**src/rtl/wdog_pkg.sv**
```systemverilog
// Package: shared layout of the watchdog control word.
// Assumes a 16-bit word with the reload byte in the upper half.
package wdog_pkg;
    localparam int REG_W      = 16;
    localparam int RELOAD_LSB = 8;
    localparam int REL_W      = REG_W - RELOAD_LSB;
    localparam int BIT_FSEL   = 0;

    // Reset-cause flags; the packed order maps onto word bits 5..1.
    typedef struct packed {
        logic por;
        logic lng;
        logic shrt;
        logic sw;
        logic wdt;
    } cause_t;
endpackage

```
**src/rtl/wdog_prescaler.sv**
```systemverilog
// Module: free-running divider that yields a one-cycle count-enable tick.
// Assumes the divider restarts from zero on reset. The fast tick is every
// 2 clocks and the slow tick is every 2**PRE_W clocks.
module wdog_prescaler #(
    parameter int PRE_W = 7
) (
    input  logic clk,
    input  logic rst_n,
    input  logic fsel,
    output logic tick
);
    logic [PRE_W-1:0] pre_q;

    // Free-running divider count.
    always_ff @(posedge clk) begin
        if (!rst_n) pre_q <= '0;
        else        pre_q <= pre_q + 1'b1;
    end

    // Pick the fast or the slow tick.
    always_comb tick = fsel ? (&pre_q) : pre_q[0];

    // the divider never ticks on two clocks in a row.
    assert_tick_gap_R3: assert property (@(posedge clk) disable iff (!rst_n)
        tick |=> !tick);
endmodule

```
**src/rtl/wdog_core.sv**
```systemverilog
// Module: watchdog counter, reset window and start-up disable window.
// Assumes single-cycle strobes. The service strobe beats overflow, and all
// strobes are ignored while the reset window is open.
module wdog_core #(
    parameter int CNT_W       = 16,
    parameter int REL_W       = 8,
    parameter int HOLD_CYCLES = 4
) (
    input  logic             clk,
    input  logic             rst_n,
    input  logic             tick,
    input  logic [REL_W-1:0] reload,
    input  logic             svc_stb,
    input  logic             dis_stb,
    input  logic             einit_stb,
    output logic [CNT_W-1:0] cnt,
    output logic             active,
    output logic             hold_on,
    output logic             ovf,
    output logic             svc_take
);
    localparam int HW = $clog2(HOLD_CYCLES + 1);

    logic [CNT_W-1:0] cnt_q;
    logic [HW-1:0]    hold_q;
    logic             en_q;
    logic             done_q;
    logic [CNT_W-1:0] reload_word;

    // Reload value placed in the counter's upper bits.
    always_comb reload_word = {reload, {(CNT_W-REL_W){1'b0}}};

    // Decode the window, service-accept and overflow events.
    always_comb begin
        hold_on  = (hold_q != '0);
        svc_take = svc_stb && !hold_on;
        ovf      = tick && en_q && !hold_on && !svc_stb && (cnt_q == '1);
    end

    // Counter and reset-window sequencing.
    always_ff @(posedge clk) begin
        if (!rst_n) begin
            cnt_q  <= '0;
            hold_q <= '0;
        end else if (hold_on) begin
            hold_q <= hold_q - 1'b1;
            if (hold_q == HW'(1)) cnt_q <= reload_word;
        end else if (svc_stb) begin
            cnt_q <= reload_word;
        end else if (ovf) begin
            cnt_q  <= '0;
            hold_q <= HW'(HOLD_CYCLES);
        end else if (tick && en_q) begin
            cnt_q <= cnt_q + 1'b1;
        end
    end

    // Enable and start-up window tracking.
    always_ff @(posedge clk) begin
        if (!rst_n) begin
            en_q   <= 1'b1;
            done_q <= 1'b0;
        end else if (hold_on) begin
            if (hold_q == HW'(1)) begin
                en_q   <= 1'b1;
                done_q <= 1'b0;
            end
        end else begin
            if (einit_stb)            done_q <= 1'b1;
            if (dis_stb && !done_q)   en_q   <= 1'b0;
        end
    end

    always_comb begin
        cnt    = cnt_q;
        active = en_q;
    end

    // an overflow opens the full reset window on the next cycle.
    assert_window_open_R5: assert property (@(posedge clk) disable iff (!rst_n)
        ovf |=> (hold_q == HW'(HOLD_CYCLES)));
    // a taken service loads the reload word.
    assert_service_load_R4: assert property (@(posedge clk) disable iff (!rst_n)
        svc_take |=> (cnt_q == $past(reload_word)));
    // once initialization has ended, the enable cannot drop.
    assert_disable_locked_R2: assert property (@(posedge clk) disable iff (!rst_n)
        (done_q && en_q) |=> en_q);
    // a disabled counter holds its value.
    assert_frozen_R2: assert property (@(posedge clk) disable iff (!rst_n)
        (!en_q && !hold_on && !svc_stb) |=> $stable(cnt_q));
endmodule

```
**src/rtl/wdog_flags.sv**
```systemverilog
// Module: reset-cause flags with independent set and clear events.
// Assumes the cause inputs are stable while rst_n is low.
module wdog_flags
    import wdog_pkg::*;
(
    input  logic   clk,
    input  logic   rst_n,
    input  logic   cause_short,
    input  logic   cause_long,
    input  logic   cause_por,
    input  logic   sw_stb,
    input  logic   einit_stb,
    input  logic   ovf,
    input  logic   svc_take,
    output cause_t flags
);
    cause_t f_q;

    // Capture the causes in reset, then apply the set and clear events.
    always_ff @(posedge clk) begin
        if (!rst_n) begin
            f_q.wdt  <= 1'b0;
            f_q.sw   <= 1'b0;
            f_q.shrt <= cause_short;
            f_q.lng  <= cause_long;
            f_q.por  <= cause_por;
        end else begin
            if (ovf)           f_q.wdt <= 1'b1;
            else if (svc_take) f_q.wdt <= 1'b0;
            if (sw_stb)         f_q.sw <= 1'b1;
            else if (einit_stb) f_q.sw <= 1'b0;
            if (einit_stb) begin
                f_q.shrt <= 1'b0;
                f_q.lng  <= 1'b0;
                f_q.por  <= 1'b0;
            end
        end
    end

    always_comb flags = f_q;

    // a taken service leaves the watchdog flag clear.
    assert_wdt_clear_R7: assert property (@(posedge clk) disable iff (!rst_n)
        svc_take |=> !f_q.wdt);
    // end-of-initialization clears the cause flags.
    assert_einit_clear_R8: assert property (@(posedge clk) disable iff (!rst_n)
        (einit_stb && !sw_stb) |=> (!f_q.sw && !f_q.shrt && !f_q.lng && !f_q.por));
    // an overflow sets the watchdog flag.
    assert_wdt_set_R7: assert property (@(posedge clk) disable iff (!rst_n)
        ovf |=> f_q.wdt);
endmodule

```
**src/rtl/wdog_ctrl_reg.sv**
```systemverilog
// Module: writable fields of the control word (select bit and reload byte).
// Assumes the flag bits are read-only and composed by the parent.
module wdog_ctrl_reg
    import wdog_pkg::*;
(
    input  logic             clk,
    input  logic             rst_n,
    input  logic             wr_en,
    input  logic [REG_W-1:0] wr_data,
    output logic             fsel,
    output logic [REL_W-1:0] reload
);
    logic unused_wr_bits;

    // Hold the writable fields.
    always_ff @(posedge clk) begin
        if (!rst_n) begin
            fsel   <= 1'b0;
            reload <= '0;
        end else if (wr_en) begin
            fsel   <= wr_data[BIT_FSEL];
            reload <= wr_data[REG_W-1:RELOAD_LSB];
        end
    end

    // Bits 7:1 carry no storage.
    always_comb unused_wr_bits = ^wr_data[RELOAD_LSB-1:BIT_FSEL+1];
endmodule

```
**src/rtl/wdog_supervisor.sv**
```systemverilog
// Module: top of the watchdog. It joins the prescaler, the counter core,
// the cause flags and the control word.
// Assumes a synchronous active-low hardware reset and single-cycle strobes.
module wdog_supervisor
    import wdog_pkg::*;
#(
    parameter int CNT_W       = 16,
    parameter int PRE_W       = 7,
    parameter int HOLD_CYCLES = 4
) (
    input  logic             clk,
    input  logic             rst_n,
    input  logic             cause_short,
    input  logic             cause_long,
    input  logic             cause_por,
    input  logic             wr_en,
    input  logic [REG_W-1:0] wr_data,
    output logic [REG_W-1:0] rd_data,
    input  logic             svc_stb,
    input  logic             dis_stb,
    input  logic             einit_stb,
    input  logic             sw_rst_stb,
    output logic [CNT_W-1:0] cnt,
    output logic             wd_active,
    output logic             rst_req,
    output logic             rst_out_n
);
    logic             fsel;
    logic [REL_W-1:0] reload;
    logic             tick;
    logic             hold_on;
    logic             ovf;
    logic             svc_take;
    cause_t           flags;

    wdog_ctrl_reg u_reg (
        .clk(clk), .rst_n(rst_n), .wr_en(wr_en), .wr_data(wr_data),
        .fsel(fsel), .reload(reload)
    );

    wdog_prescaler #(.PRE_W(PRE_W)) u_pre (
        .clk(clk), .rst_n(rst_n), .fsel(fsel), .tick(tick)
    );

    wdog_core #(.CNT_W(CNT_W), .REL_W(REL_W), .HOLD_CYCLES(HOLD_CYCLES)) u_core (
        .clk(clk), .rst_n(rst_n), .tick(tick), .reload(reload),
        .svc_stb(svc_stb), .dis_stb(dis_stb), .einit_stb(einit_stb),
        .cnt(cnt), .active(wd_active), .hold_on(hold_on), .ovf(ovf),
        .svc_take(svc_take)
    );

    wdog_flags u_flags (
        .clk(clk), .rst_n(rst_n), .cause_short(cause_short),
        .cause_long(cause_long), .cause_por(cause_por), .sw_stb(sw_rst_stb),
        .einit_stb(einit_stb), .ovf(ovf), .svc_take(svc_take), .flags(flags)
    );

    // Compose the read word and drive the reset outputs.
    always_comb begin
        rd_data   = {reload, 2'b00, flags, fsel};
        rst_req   = hold_on;
        rst_out_n = !hold_on;
    end

    // the two reset outputs are always complementary.
    assert_reset_pair_R5: assert property (@(posedge clk) disable iff (!rst_n)
        rst_req != rst_out_n);
endmodule

```
**config.mk**
```make
export PLATFORM = sky130hd
export DESIGN_NAME = wdog_supervisor
export DESIGN_NICKNAME = d
export VERILOG_FILES = /design/src/rtl/wdog_pkg.sv /design/src/rtl/wdog_prescaler.sv /design/src/rtl/wdog_core.sv /design/src/rtl/wdog_flags.sv /design/src/rtl/wdog_ctrl_reg.sv /design/src/rtl/wdog_supervisor.sv
export SDC_FILE = /design/constraint.sdc
export NUM_CORES = 1
export LEC_CHECK = 0
export BUFFER_PORTS_ARGS = -buffer_cell sky130_fd_sc_hd__buf_2
export CORE_MARGIN = 2
export CORE_UTILIZATION = 35
export CTS_CLUSTER_DIAMETER = 60
export DETAILED_ROUTE_END_ITERATION = 8
export MAX_ROUTING_LAYER = met4
export PLACE_DENSITY = 0.62
export SYNTH_ARGS = -nofsm -noshare
export SYNTH_HDL_FRONTEND = slang
export SYNTH_SLANG_ARGS = --single-unit
export TNS_END_PERCENT = 20
```
**constraint.sdc**
```tcl
create_clock -name clk -period 2.4 [get_ports clk]
set_input_delay 0.48 -clock clk [delete_from_list [all_inputs] [get_ports clk]]
set_output_delay 0.48 -clock clk [all_outputs]
set_load 0.01 [all_outputs]
```
==> flow_summary.toml <==
[drt]
routed_wl_mm = 4.52
route.met3.wl_um = 214
vias = 1844
wl_met2_mm = 2.03
drc_errors = 0
highest_layer = "met4"
route.detailed.wl_per_inst_um = 12.4
wl_met1_mm = 2.22
initialDrtViolationCount = 93
detail-route-antenna-nets = 0
firstDrtPassIters = 4
viasPerCell = 5.07

[sta]
slew_headroom = 0.575
rsz0062_at_grt = "false"
setup_ws_ps = 448
setup_violations = 0
finalHoldViolations = 0
skew_ps = 11.8
min_period_over_period = 0.813
max_freq_ghz = 0.512
min_period_ps = 1950
worstMarginPinSlew_ps = 631
finalSetupTns_ps = 0
final_max_slew_viol_count = 0

[setup_path]
crit_arrival_ps = 2170
reg2reg_from = "u_pre.pre_q[0]"
crit_start = "u_pre.pre_q[0]"
critPathLaunchType = "flop"
critPathMaxStageDelay_ps = 370
ff2ff_setup_slack_ps = 450
path_cells = "ha_1, nand3_1, o32ai_4, o21a_1, buf_4, nand4b_1, a31oi_1"
cp_max_fo = 10
cpMaxStageDelayCell = "dfxtp_1"
path_class = "flop to flop"
endpoint_kind = "flop"
cp.required_ps = 2620

[global_routing]
antenna_found_initial = 0
grt_pass1_vias = 1538
grt_usage = 0.150
grt_max_degree = 34
grt_pass1_wl_mm = 7.34
grt.overflow.total = 0

[logic_synthesis]
postSynthAreaPerCell_um2 = 8.60
synth.cell_area_um2 = 2060
synth_edf_count = 3
synth_area_leader_cell = "dfxtp_1"
synth_top_area_frac = 0.378
synth_seq_area_share = 0.422
synth_cell_type_count = 48
synthFlopType = "dfxtp_1"
ys_ff_latch = 42
synth_area_leaders = "dfxtp_1 (38%), nand2_1 (5.8%), mux2i_1 (5.3%)"
syn-instance-count = 240
yosysWarnings = 0
synthArstFlopShare = 0

[clocking]
holdBufCountCts = 0
cts_tree = "done"
clockRootBuffer = "clkbuf_8"
cts_buffers = 5
ctsResizeCount = 0
clk_pin_slew_worst_paths_ps = 80
h-tree-depth = 2
clock_sinks = 42
cts_buffer_depth = 2
post-cts-setup-buffers = 0
clk_latency_ps = 290

[finish]
drive_gt1_frac = 0.253
diodes = 0
layout_commonest_cell = "buf_2"
area.growth.synth_to_final_pct = 19.6
layout.nets = 319
postLayoutCoreUtil = 0.440
num-fill-cells = 594
final_cell_mix = "buf_2 (51), dfxtp_1 (39), nand2_1 (32), nor2_1 (28), nand3_1 (21)"

[floorplanning]
die_x_um = 80.8
start_util = 0.368
dieArea_um2 = 6530
placeableCoreArea_um2 = 5610
die_h_um = 80.8
ioPinCount = 61
fp-row-count = 27

[worst_hold_path]
hold_start = "sw_rst_stb"
hp-class = "input pin to flop"

[place]
numPortBuffers = 51
place_congestion = 0.738
place_ws_ps = 370
place_hpwl_mm = 3.28

[power_and_ir_drop]
powerDensity_nw_per_um2 = 595
p_total_mw = 1.47
leakage_nw = 1.02
irDropWorstVdd_mv = 0.294

[status]
status = "finished clean"

[flow_run]
drv_cap = 0
==> synth_stat cells (all sizes together), types with 5 or more instances <==
library cell	instances
clkbuf	5
nand3	21
dfxtp	39
nor2	28
a21oi	15
o21ai	8
buf	11
nand3b	5
mux2i	11
nand2	32
a31oi	10
==> flip-flops by register name (all words and copies together) (netlist names) <==
signal and count:
u_core.done_q 1, u_pre.pre_q 7, u_core.active 1, u_core.cnt 16, u_reg.fsel 1, u_core.hold_q 3
u_reg.reload 8, u_flags.flags 5
==> cells by family (layout without fill, tap and decap cells) <==
group,count (synthesis),count (layout),share of synthesized area
other cells,1,2,0.00182
fa+ha+maj,2,2,0.0121
flops,42,42,0.422
xor+xnor,4,4,0.0170
compound gates,47,47,0.164
mux,11,11,0.0533
simple gates,113,113,0.269
buf+inv,20,71,0.0612
==> worst max-delay path, delay by kind of cell (launching register included) <==
kind,cells,cell delay (ps)
fa+ha+maj,1,190
flops,1,370
buf+inv,1,240
compound gates,3,790
simple gates,2,300
==> where the power goes <==
part,internal (mW),switching (mW),total [mW]
logic,0.0721,0.0920,0.164
clock network,0.311,0.235,0.547
registers,0.733,0.0240,0.757
total,1.12,0.351,1.47
==> worst paths after layout <==
| check | end | cells past startpoint |
|---|---|---|
| max | u_core.cnt[2] | 7 |
| min | u_flags.flags[1] | 3 |
| min reg2reg | u_pre.pre_q[0] | 1 |
| max reg2reg | u_core.cnt[2] | 7 |
==> area by class of cell <==
cell class,instances,area [um^2],area share
Clock inverter,1,30.0,0.0122
Multi-Input combinational cell,179,1070,0.434
Tap cell,72,90.1,0.0365
Sequential cell,42,871,0.353
Inverter,4,15.0,0.00608
Timing Repair Buffer,59,315,0.128
Clock buffer,7,76.3,0.0309
==> stage by stage <==
step / area [um^2] / std cells / hold WS, ps
final: 2470 / 364 / 397
after floorplan: 2070 / 241 / 426
after global routing: 2470 / 364 / 410
after detailed placement: 2360 / 356 / 447
after CTS: 2470 / 364 / 393
after global placement: 2360 / 356 / 442
==> per-layer routing <==
| metal | global-route usage | vias up |
|---|---|---|
| met5 | - | - |
| met4 | 0.0458 | 0 |
| met3 | 0.0344 | 5 |
| met2 | 0.219 | 48 |
| met1 | 0.205 | 837 |
| li1 | - | 954 |
Power figures use the tool's default switching activity.
